$ cat config.mk
export PLATFORM = sky130hd
export DESIGN_NAME = lazy_fpctx_ctrl
export DESIGN_NICKNAME = d
export VERILOG_FILES = /design/src/rtl/lazy_fpctx_pkg.sv /design/src/rtl/lazy_fpctx_access.sv /design/src/rtl/lazy_fpctx_regs.sv /design/src/rtl/lazy_fpctx_seq.sv /design/src/rtl/lazy_fpctx_ctrl.sv
export SDC_FILE = /design/constraint.sdc
export NUM_CORES = 1
export LEC_CHECK = 0
export ABC_CLOCK_PERIOD_IN_PS = 10550
export BUFFER_PORTS_ARGS = -buffer_cell sky130_fd_sc_hd__buf_2
export CAP_MARGIN = 20
export CORE_MARGIN = 2
export CORE_UTILIZATION = 45
export DETAILED_ROUTE_END_ITERATION = 16
export GPL_TIMING_DRIVEN = 1
export PLACE_DENSITY = 0.71
export SLEW_MARGIN = 5
export SYNTH_ARGS = -nofsm -noshare
export SYNTH_HDL_FRONTEND = slang
export SYNTH_SLANG_ARGS = --single-unit
$ cat constraint.sdc
create_clock -name clk -period 10.55 [get_ports clk]
set_input_delay 1.055 -clock clk [delete_from_list [all_inputs] [get_ports clk]]
set_output_delay 1.055 -clock clk [all_outputs]
set_load 0.02 [all_outputs]
$ cat src/rtl/lazy_fpctx_pkg.sv
package lazy_fpctx_pkg;
  typedef enum logic [1:0] {
    ACC_NONE = 2'b00,
    ACC_PRIV = 2'b01,
    ACC_RSVD = 2'b10,
    ACC_FULL = 2'b11
  } fp_access_e;

  typedef enum logic [1:0] {
    SEL_CTRL = 2'd0,
    SEL_DFLT = 2'd1,
    SEL_STAT = 2'd2,
    SEL_ADDR = 2'd3
  } reg_sel_e;

  localparam int unsigned ALIGN_BITS = 3;
endpackage

$ cat src/rtl/lazy_fpctx_access.sv
module lazy_fpctx_access
  import lazy_fpctx_pkg::*;
(
  input  fp_access_e mode_i,
  input  logic       priv_i,
  output logic       permit_o
);
  always_comb begin
    case (mode_i)
      ACC_FULL: permit_o = 1'b1;
      ACC_PRIV: permit_o = priv_i;
      default:  permit_o = 1'b0;
    endcase
  end
endmodule

$ cat src/rtl/lazy_fpctx_regs.sv
module lazy_fpctx_regs
  import lazy_fpctx_pkg::*;
#(
  parameter int unsigned DATA_W = 32,
  parameter int unsigned STAT_W = 32
) (
  input  logic              clk,
  input  logic              rst_n,
  input  logic              entry_i,
  input  logic              wr_en_i,
  input  reg_sel_e          wr_sel_i,
  input  logic [DATA_W-1:0] wr_data_i,
  output logic              lazy_en_o,
  output fp_access_e        access_o,
  output logic [STAT_W-1:0] status_o
);
  logic              lazy_q, lazy_d;
  fp_access_e        acc_q, acc_d;
  logic [STAT_W-1:0] dflt_q, dflt_d, stat_q, stat_d;
  logic              upd;

  assign upd = wr_en_i | entry_i;

  always_comb begin
    lazy_d = lazy_q;
    acc_d  = acc_q;
    dflt_d = dflt_q;
    stat_d = stat_q;
    if (wr_en_i) begin
      case (wr_sel_i)
        SEL_CTRL: begin
          lazy_d = wr_data_i[0];
          acc_d  = fp_access_e'(wr_data_i[2:1]);
        end
        SEL_DFLT: dflt_d = wr_data_i[STAT_W-1:0];
        SEL_STAT: stat_d = wr_data_i[STAT_W-1:0];
        default:  ;
      endcase
    end
    if (entry_i) stat_d = dflt_q;
  end

  always_ff @(posedge clk or negedge rst_n) begin
    if (!rst_n) begin
      lazy_q <= 1'b1;
      acc_q  <= ACC_NONE;
      dflt_q <= '0;
      stat_q <= '0;
    end else if (upd) begin
      lazy_q <= lazy_d;
      acc_q  <= acc_d;
      dflt_q <= dflt_d;
      stat_q <= stat_d;
    end
  end

  assign lazy_en_o = lazy_q;
  assign access_o  = acc_q;
  assign status_o  = stat_q;

  AST_STATUS_COPY: assert property (@(posedge clk) disable iff (!rst_n)
    entry_i |=> stat_q == $past(dflt_q));
endmodule

$ cat src/rtl/lazy_fpctx_seq.sv
module lazy_fpctx_seq
  import lazy_fpctx_pkg::*;
#(
  parameter int unsigned ADDR_W = 32
) (
  input  logic              clk,
  input  logic              rst_n,
  input  logic              entry_i,
  input  logic              return_i,
  input  logic              fp_instr_i,
  input  logic              permit_i,
  input  logic              ctx_fp_i,
  input  logic              lazy_en_i,
  input  logic [ADDR_W-1:0] sp_i,
  input  logic              addr_wr_i,
  input  logic [ADDR_W-1:0] addr_data_i,
  output logic              active_o,
  output logic              long_o,
  output logic [ADDR_W-1:0] frame_addr_o,
  output logic              save_req_o,
  output logic [ADDR_W-1:0] save_addr_o,
  output logic              fault_o
);
  localparam logic [ADDR_W-1:0] ALIGN_MASK = ~((ADDR_W)'((1 << ALIGN_BITS) - 1));

  logic              active_q, active_d, long_q, long_d;
  logic [ADDR_W-1:0] addr_q, addr_d, sadr_q, sadr_d, sp_al;
  logic              save_q, save_d, fault_q, fault_d;
  logic              fp_go, pending, arm, eager, addr_en;

  assign sp_al   = sp_i & ALIGN_MASK;
  assign fp_go   = fp_instr_i & permit_i & active_q;
  assign pending = active_q & ~(fp_go | return_i);
  assign arm     = entry_i & lazy_en_i & ctx_fp_i & ~pending;
  assign eager   = entry_i & ~lazy_en_i & ctx_fp_i;
  assign addr_en = arm | (eager & ~pending) | (addr_wr_i & ~entry_i);

  always_comb begin
    active_d = arm | pending;
    long_d   = entry_i ? ctx_fp_i : long_q;
    addr_d   = (arm | eager) ? sp_al : (addr_data_i & ALIGN_MASK);
    save_d   = fp_go | eager;
    sadr_d   = fp_go ? addr_q : sp_al;
    fault_d  = fp_instr_i & ~permit_i;
  end

  always_ff @(posedge clk or negedge rst_n) begin
    if (!rst_n) begin
      active_q <= 1'b0;
      long_q   <= 1'b0;
      save_q   <= 1'b0;
      fault_q  <= 1'b0;
    end else begin
      active_q <= active_d;
      long_q   <= long_d;
      save_q   <= save_d;
      fault_q  <= fault_d;
    end
  end

  always_ff @(posedge clk or negedge rst_n) begin
    if (!rst_n) addr_q <= '0;
    else if (addr_en) addr_q <= addr_d;
  end

  always_ff @(posedge clk or negedge rst_n) begin
    if (!rst_n) sadr_q <= '0;
    else if (save_d) sadr_q <= sadr_d;
  end

  assign active_o     = active_q;
  assign long_o       = long_q;
  assign frame_addr_o = addr_q;
  assign save_req_o   = save_q;
  assign save_addr_o  = sadr_q;
  assign fault_o      = fault_q;

  AST_ARM_CAUSE: assert property (@(posedge clk) disable iff (!rst_n)
    $rose(active_q) |-> $past(entry_i && lazy_en_i && ctx_fp_i));
  AST_FIRST_USE_CLEARS: assert property (@(posedge clk) disable iff (!rst_n)
    (active_q && fp_instr_i && permit_i) |=> (save_q && (!active_q || $past(entry_i))));
  AST_RETURN_DISCARDS: assert property (@(posedge clk) disable iff (!rst_n)
    (active_q && return_i && !fp_instr_i && !entry_i) |=> (!active_q && !save_q));
  AST_NESTED_HOLD: assert property (@(posedge clk) disable iff (!rst_n)
    (active_q && entry_i && !fp_instr_i && !return_i) |=> (active_q && $stable(addr_q)));
  AST_FAULT_CAUSE: assert property (@(posedge clk) disable iff (!rst_n)
    fault_q |-> $past(fp_instr_i && !permit_i));
endmodule

$ cat src/rtl/lazy_fpctx_ctrl.sv
module lazy_fpctx_ctrl
  import lazy_fpctx_pkg::*;
#(
  parameter int unsigned ADDR_W = 32,
  parameter int unsigned STAT_W = 32
) (
  input  logic              clk,
  input  logic              rst_n,
  input  logic              exc_entry_i,
  input  logic              exc_return_i,
  input  logic [ADDR_W-1:0] sp_i,
  input  logic              ctx_fp_i,
  input  logic              fp_instr_i,
  input  logic              priv_i,
  input  logic              wr_en_i,
  input  logic [1:0]        wr_sel_i,
  input  logic [ADDR_W-1:0] wr_data_i,
  output logic              long_frame_o,
  output logic              lazy_active_o,
  output logic [ADDR_W-1:0] frame_addr_o,
  output logic              save_req_o,
  output logic [ADDR_W-1:0] save_addr_o,
  output logic              fp_fault_o,
  output logic [STAT_W-1:0] fp_status_o
);
  logic [1:0] rst_sync_q;
  logic       rst_int_n;
  logic       lazy_en, permit, addr_wr;
  fp_access_e access;
  reg_sel_e   sel;

  always_ff @(posedge clk or negedge rst_n) begin
    if (!rst_n) rst_sync_q <= 2'b00;
    else        rst_sync_q <= {rst_sync_q[0], 1'b1};
  end
  assign rst_int_n = rst_sync_q[1];

  assign sel     = reg_sel_e'(wr_sel_i);
  assign addr_wr = wr_en_i & (sel == SEL_ADDR);

  lazy_fpctx_regs #(.DATA_W(ADDR_W), .STAT_W(STAT_W)) u_regs (
    .clk       (clk),
    .rst_n     (rst_int_n),
    .entry_i   (exc_entry_i),
    .wr_en_i   (wr_en_i),
    .wr_sel_i  (sel),
    .wr_data_i (wr_data_i),
    .lazy_en_o (lazy_en),
    .access_o  (access),
    .status_o  (fp_status_o)
  );

  lazy_fpctx_access u_access (
    .mode_i   (access),
    .priv_i   (priv_i),
    .permit_o (permit)
  );

  lazy_fpctx_seq #(.ADDR_W(ADDR_W)) u_seq (
    .clk          (clk),
    .rst_n        (rst_int_n),
    .entry_i      (exc_entry_i),
    .return_i     (exc_return_i),
    .fp_instr_i   (fp_instr_i),
    .permit_i     (permit),
    .ctx_fp_i     (ctx_fp_i),
    .lazy_en_i    (lazy_en),
    .sp_i         (sp_i),
    .addr_wr_i    (addr_wr),
    .addr_data_i  (wr_data_i),
    .active_o     (lazy_active_o),
    .long_o       (long_frame_o),
    .frame_addr_o (frame_addr_o),
    .save_req_o   (save_req_o),
    .save_addr_o  (save_addr_o),
    .fault_o      (fp_fault_o)
  );

  AST_ALIGNED_SAVE: assert property (@(posedge clk) disable iff (!rst_int_n)
    save_req_o |-> save_addr_o[2:0] == 3'b000);
endmodule

After elaboration in Yosys (flattened, before gate mapping)
Cells that the tools add are included.
{"block": "totals", "ff_bits": 137, "word_cells": 52, "rom_bits": 0, "n_memories": 0, "mem_bits_rw": 0, "out_inout_bits": 100, "latch_bits": 0}
{"block": "op_classes", "reduce_logical": 6, "shifts": 0, "n_mul": 0, "eq_ne": 5, "bitwise_logic": 24, "div": 0, "addsub": 0, "order_cmp": 0, "muxes": 6}
{"op": "$mux W32", "count": 5}
{"op": "$and A1 B1 Y1", "count": 12}
{"op": "$reduce_and A3 Y1", "count": 3}
{"op": "$or A1 B1 Y1", "count": 7}
{"op": "$eq A2 B2 Y1 const B", "count": 3}
{"op": "$not A1 Y1", "count": 5}
{"op": "$eq A2 B1 Y1 const B", "count": 2}
{"op": "$reduce_bool A2 Y1", "count": 2}
{"op": "$logic_not A2 Y1", "count": 1}
{"op": "$pmux W1 S2", "count": 1}

Logic depth before layout (Yosys ltp)
{"block": "logic_depth", "ltp_word": 11, "mapped_depth": 7}

By module
From an unflattened synthesis, not the netlist that was laid out.
{"block": "unflattened", "hier_cells": 460, "hier_area_um2": 6062.1}
{"mod": "lazy_fpctx_seq", "area_per_inst_um2": 3022.9, "seq_area_each_um2": 1551.5, "n_inst": 1, "cells_each": 275}
{"mod": "lazy_fpctx_regs", "area_per_inst_um2": 2971.6, "seq_area_each_um2": 1677.9, "n_inst": 1, "cells_each": 180}
{"mod": "lazy_fpctx_ctrl", "area_per_inst_um2": 60.1, "seq_area_each_um2": 50.0, "n_inst": 1, "cells_each": 4}
{"mod": "lazy_fpctx_access", "area_per_inst_um2": 7.5, "seq_area_each_um2": 0.0, "n_inst": 1, "cells_each": 1}

Worst setup path before layout
No wires, ideal clock.
{"block": "synth_path", "path_type": "in2reg", "from": "input port exc_return_i", "to": "register u_seq.addr_q[11] (netlist: u_seq.frame_addr_o[11])", "path_buffers": 1, "cell_stages": 5, "slack_ns": 8.453, "setup_ns": 0.087, "arrival_time_ns": 2.010, "cell_sequence": "and2b_1 -> a31oi_4 -> buf_6 -> o22ai_1 -> a211oi_2"}
{"block": "synth_between", "elab_chain_cells": 7, "word_cells_on_any_way": 10}
{"item": "from (decl)", "line": "lazy_fpctx_ctrl.sv:10", "source": "input logic exc_return_i,"}
{"item": "$or A1 B1 Y1 (*)", "line": "lazy_fpctx_seq.sv:33", "source": "assign pending = active_q & ~(fp_go | return_i);"}
{"item": "$not A1 Y1 (*)", "line": "lazy_fpctx_seq.sv:33"}
{"item": "$and A1 B1 Y1 (*)", "line": "lazy_fpctx_seq.sv:33"}
{"item": "$not A1 Y1 (*)", "line": "lazy_fpctx_seq.sv:34, lazy_fpctx_seq.sv:36"}
{"item": "$and A1 B1 Y1, on equally long branches", "line": "lazy_fpctx_seq.sv:34, lazy_fpctx_seq.sv:36"}
{"item": "$or A1 B1 Y1, on equally long branches", "line": "lazy_fpctx_seq.sv:41, lazy_fpctx_seq.sv:36"}
{"item": "$mux W32 or $or A1 B1 Y1 (tied branches)", "line": "lazy_fpctx_seq.sv:41, lazy_fpctx_seq.sv:36"}
{"item": "to (signal assigned)", "line": "lazy_fpctx_seq.sv:63", "source": "else if (addr_en) addr_q <= addr_d;"}
{"item": "to (decl)", "line": "lazy_fpctx_seq.sv:27", "source": "logic [ADDR_W-1:0] addr_q, addr_d, sadr_q, sadr_d, sp_al;"}
Mark *: on every way between the ends. The rest lies on a longest branch, timed or not.
A chain may end at the register's enable or synchronous reset.

Worst setup path after layout
{"block": "layout_path", "from": "input port exc_entry_i", "to": "register u_seq.addr_q[9] (netlist: u_seq.frame_addr_o[9])"}
{"block": "layout_between", "elab_chain_cells": 5, "word_cells_on_any_way": 12}
{"item": "from (decl)", "line": "lazy_fpctx_ctrl.sv:9", "source": "input logic exc_entry_i,"}
{"item": "$and A1 B1 Y1, on equally long branches (2 in a row)", "line": "lazy_fpctx_seq.sv:34, lazy_fpctx_seq.sv:35"}
{"item": "$and A1 B1 Y1, on equally long branches", "line": "lazy_fpctx_seq.sv:34, lazy_fpctx_seq.sv:36"}
{"item": "$or A1 B1 Y1, on equally long branches", "line": "lazy_fpctx_seq.sv:41, lazy_fpctx_seq.sv:36"}
{"item": "$mux W32 or $or A1 B1 Y1 (tied branches)", "line": "lazy_fpctx_seq.sv:41, lazy_fpctx_seq.sv:36"}
Parallel ways exist; a longest one is shown, timed or not.

==> impl_metrics.yaml <==
detailed_routing:
  drt-pass1-iter-count: 5
  detail-route-antenna-nets: 0
  drc: 0
  vias: 4638
  drtIter0Drc: 304
  drt_wl_total_um: 14900
  wl_per_cell_um: 17.3
  vias_per_cell: 5.39
synthesis:
  yosys_warnings: 0
  synth_top_family_by_area: "multiplexers"
  synth_compound_area_share_pct: 13.0
  syn_area_per_cell_um2: 11.2
  synth_xor_area_share_pct: 0
  synth_edf_count: 0
  ys_ff_latch: 131
  syn-cell-area_um2: 5850
  synth_cell_types: 33
  yosys.area_share.simple_pct: 9.45
  ys_seq_area_share_pct: 56.1
  synth_mux_area_share_pct: 17.2
  ys.flop_type: "dfrtp_1"
  synth_adder_area_share_pct: 0
  ys_async_sr_fraction_pct: 100
  synthCells: 521
worst_setup_path:
  worst-endpoint-required_ns: 10.80
  crit_path_frequent_cell: "buf_4"
  max_stage_delay_ns: 0.61
  rr_endpoint: "u_seq.frame_addr_o[5]"
  crit_type: "input port to flip-flop"
  cp_cell_sequence: "buf_2 -> buf_4 -> nand2_2 -> or2_2 -> buf_4 -> o22ai_1 -> a211oi_1"
  start_kind: "input port"
  worstPathArrival_ns: 3.23
  cp_num_buf_inv: 3
  critPathSlowestCell: "or2_2"
  ff2ff_path_depth: 4
  critical-path-top-delay-family: "buffers and inverters"
  r2r-start: "u_regs.lazy_en_o"
  reg2reg_setup_slack_ns: 8.38
  cp_max_fo: 38
  endpoint_kind: "flip-flop"
  startpoint: "exc_entry_i"
cts:
  clk_pin_slew_worst_paths_ns: 0.05
  ctsResizeCount: 0
  cts_setup_buffers: 0
  cts_hold_buf: 0
  numCtsBuffers: 17
  cts_sinks: 131
  cts_root_buf: "clkbuf_16"
  cts_tree: "built"
  htreeDepth: 4
  clk_latency_ns: 0.41
  clockBufferDepth: 2
sta:
  final-max-slew-violation-count: 0
  hold_viol: 0
  finalSetupViolCount: 0
  rsz0062_at_grt: "false"
  fin_ws_ns: 7.57
  clock.fmax_mhz: 335
  post-route-period-util_pct: 28.3
  fin_skew_ns: 0.00740
  worst-slew-pin-transition_ns: 0.764
  setup_tns_ns: 0
  period_minus_slack_ns: 2.98
  slew_headroom_pct: 49.0
cells_and_area:
  drive_above_1_share_pct: 31.9
  layout.nets: 749
  syn2layout_area_growth_pct: 26.0
flow_run:
  maxCapViolCount: 0
placed_design:
  dpl.hpwl_um: 10000
  port_buffers: 164
  place_congestion: 0.811
  pre_cts_ws_ns: 7.16
global_route:
  grt_max_degree: 82
  grt_pass1_vias: 4887
  grt_pass1_wl_um: 24800
  grtUsageTotal_pct: 22.4
  grt_overflow: 0
  antenna_found_initial: 1
floorplanning:
  die_x_um: 118
  die_h_um: 118
  core_area_um2: 12700
  num_rows: 41
  pin_count: 174
  die_area_um2: 13900
  start_util_pct: 46.2
status:
  status: "finished clean"
power:
  power_density_nw_per_um2: 222
  vdd_ir_drop_max_v: 0.000108
  power_leakage_nw: 3.51
worst_hold_path:
  hp-class: "flip-flop to asynchronous set/reset pin"
-- cell usage in the layout, fill, tap and decap left out, types with 2 or more instances in the layout --
cell,count
a211oi_1,9
nor2_1,90
clkbuf_16,17
a211oi_2,10
mux2i_1,61
clkbuf_1,6
clkbuf_8,3
conb_1,7
clkinv_2,3
buf_4,9
o22ai_1,29
buf_2,164
mux2_1,35
nand2_1,2
a21oi_1,61
nor3_1,29
dfrtp_1,129
bufinv_16,2
-- Yosys cell counts, types with 2 or more instances --
library cell | instances | area (um^2)
a211oi_1 | 9 | 67.6
a211oi_2 | 10 | 125
a21oi_1 | 62 | 310
buf_2 | 24 | 120
buf_4 | 8 | 60.1
buf_6 | 2 | 22.5
clkbuf_1 | 10 | 37.5
conb_1 | 2 | 7.51
dfrtp_1 | 130 | 3250
mux2_1 | 35 | 394
mux2i_1 | 61 | 611
nand2_1 | 2 | 7.51
nor2_1 | 90 | 338
nor3_1 | 29 | 145
o22ai_1 | 29 | 181
-- state kept, by name, summed over array words and instances, names as in the netlist --
name	cells
rst_sync_q	2
u_seq.save_req_o	1
u_regs.status_o	32
u_seq.long_o	1
u_seq.active_o	1
u_seq.frame_addr_o	29
u_seq.save_addr_o	29
u_regs.lazy_en_o	1
u_regs.access_o	2
u_regs.dflt_q	32
u_seq.fault_o	1
-- report_power, final --
group	switching, mW	total, mW	internal (mW)
logic	0.240	0.392	0.151
registers	0.0683	0.679	0.611
clock network	0.201	0.565	0.364
-- layout make-up --
type                    instances  area [um^2]
fillers                      1132         5300
flip-flops and latches        131         3280
multi-input cells             350         2380
repair buffers                174          916
clock buffers                  26          489
well taps                     172          215
clock inverters                 5         75.1
inverters                       1         3.75
diodes                          1         2.50
-- worst reg2reg max path: cells and delay by family (launching register included) --
| family | cells | cell delay (ns) |
|---|---|---|
| and+or+nand+nor | 1 | 0.58 |
| DFF | 1 | 0.57 |
| buffers and inverters | 1 | 0.50 |
| AOI/OAI and AO/OA | 2 | 0.43 |
-- metrics by stage --
stage               cell area [um^2]  hold slack [ns]  std cells  utilization, %  power [mW]
detailed placement              6780            0.339        827            53.5        1.08
CTS                             7340            0.357        858            57.9        1.65
global route                    7370            0.383        859            58.1        1.72
floorplan                       5870            0.331        526               -       0.932
finish                          7370            0.347        860            58.2        1.64
global placement                6780            0.334        827            53.5        1.06
-- how the worst max path moves through the flow --
stage	end	slack, ns	cells past startpoint
2_1_floorplan	u_regs.access_o[0]	6.63	0
3_3_place_gp	u_seq.frame_addr_o[8]	7.20	7
3_5_place_dp	u_seq.frame_addr_o[11]	7.16	7
4_1_cts	u_seq.frame_addr_o[9]	7.58	7
5_1_grt	u_seq.frame_addr_o[5]	7.45	7
6_report	u_seq.frame_addr_o[9]	7.57	7
-- per-layer routing --
metal | routed length [um] | share of wire [%] | vias up | track usage [%]
li1 | - | - | 2158 | -
met1 | 6330 | 43 | 2304 | 27.9
met2 | 7240 | 49 | 154 | 36.4
met3 | 1060 | 7.1 | 22 | 7.32
met4 | 252 | 1.7 | 0 | 8.43
met5 | 0 | 0 | - | 0
-- cell families (layout without fill, tap and decap cells) --
family,count (synthesis),count (layout)
AO/OA/AOI/OAI,118,118
buffers and inverters,45,206
flip-flops,131,131
multiplexers,96,96
other,2,8
AND/OR/NAND/NOR,129,129
Power figures use the tool's default switching activity.
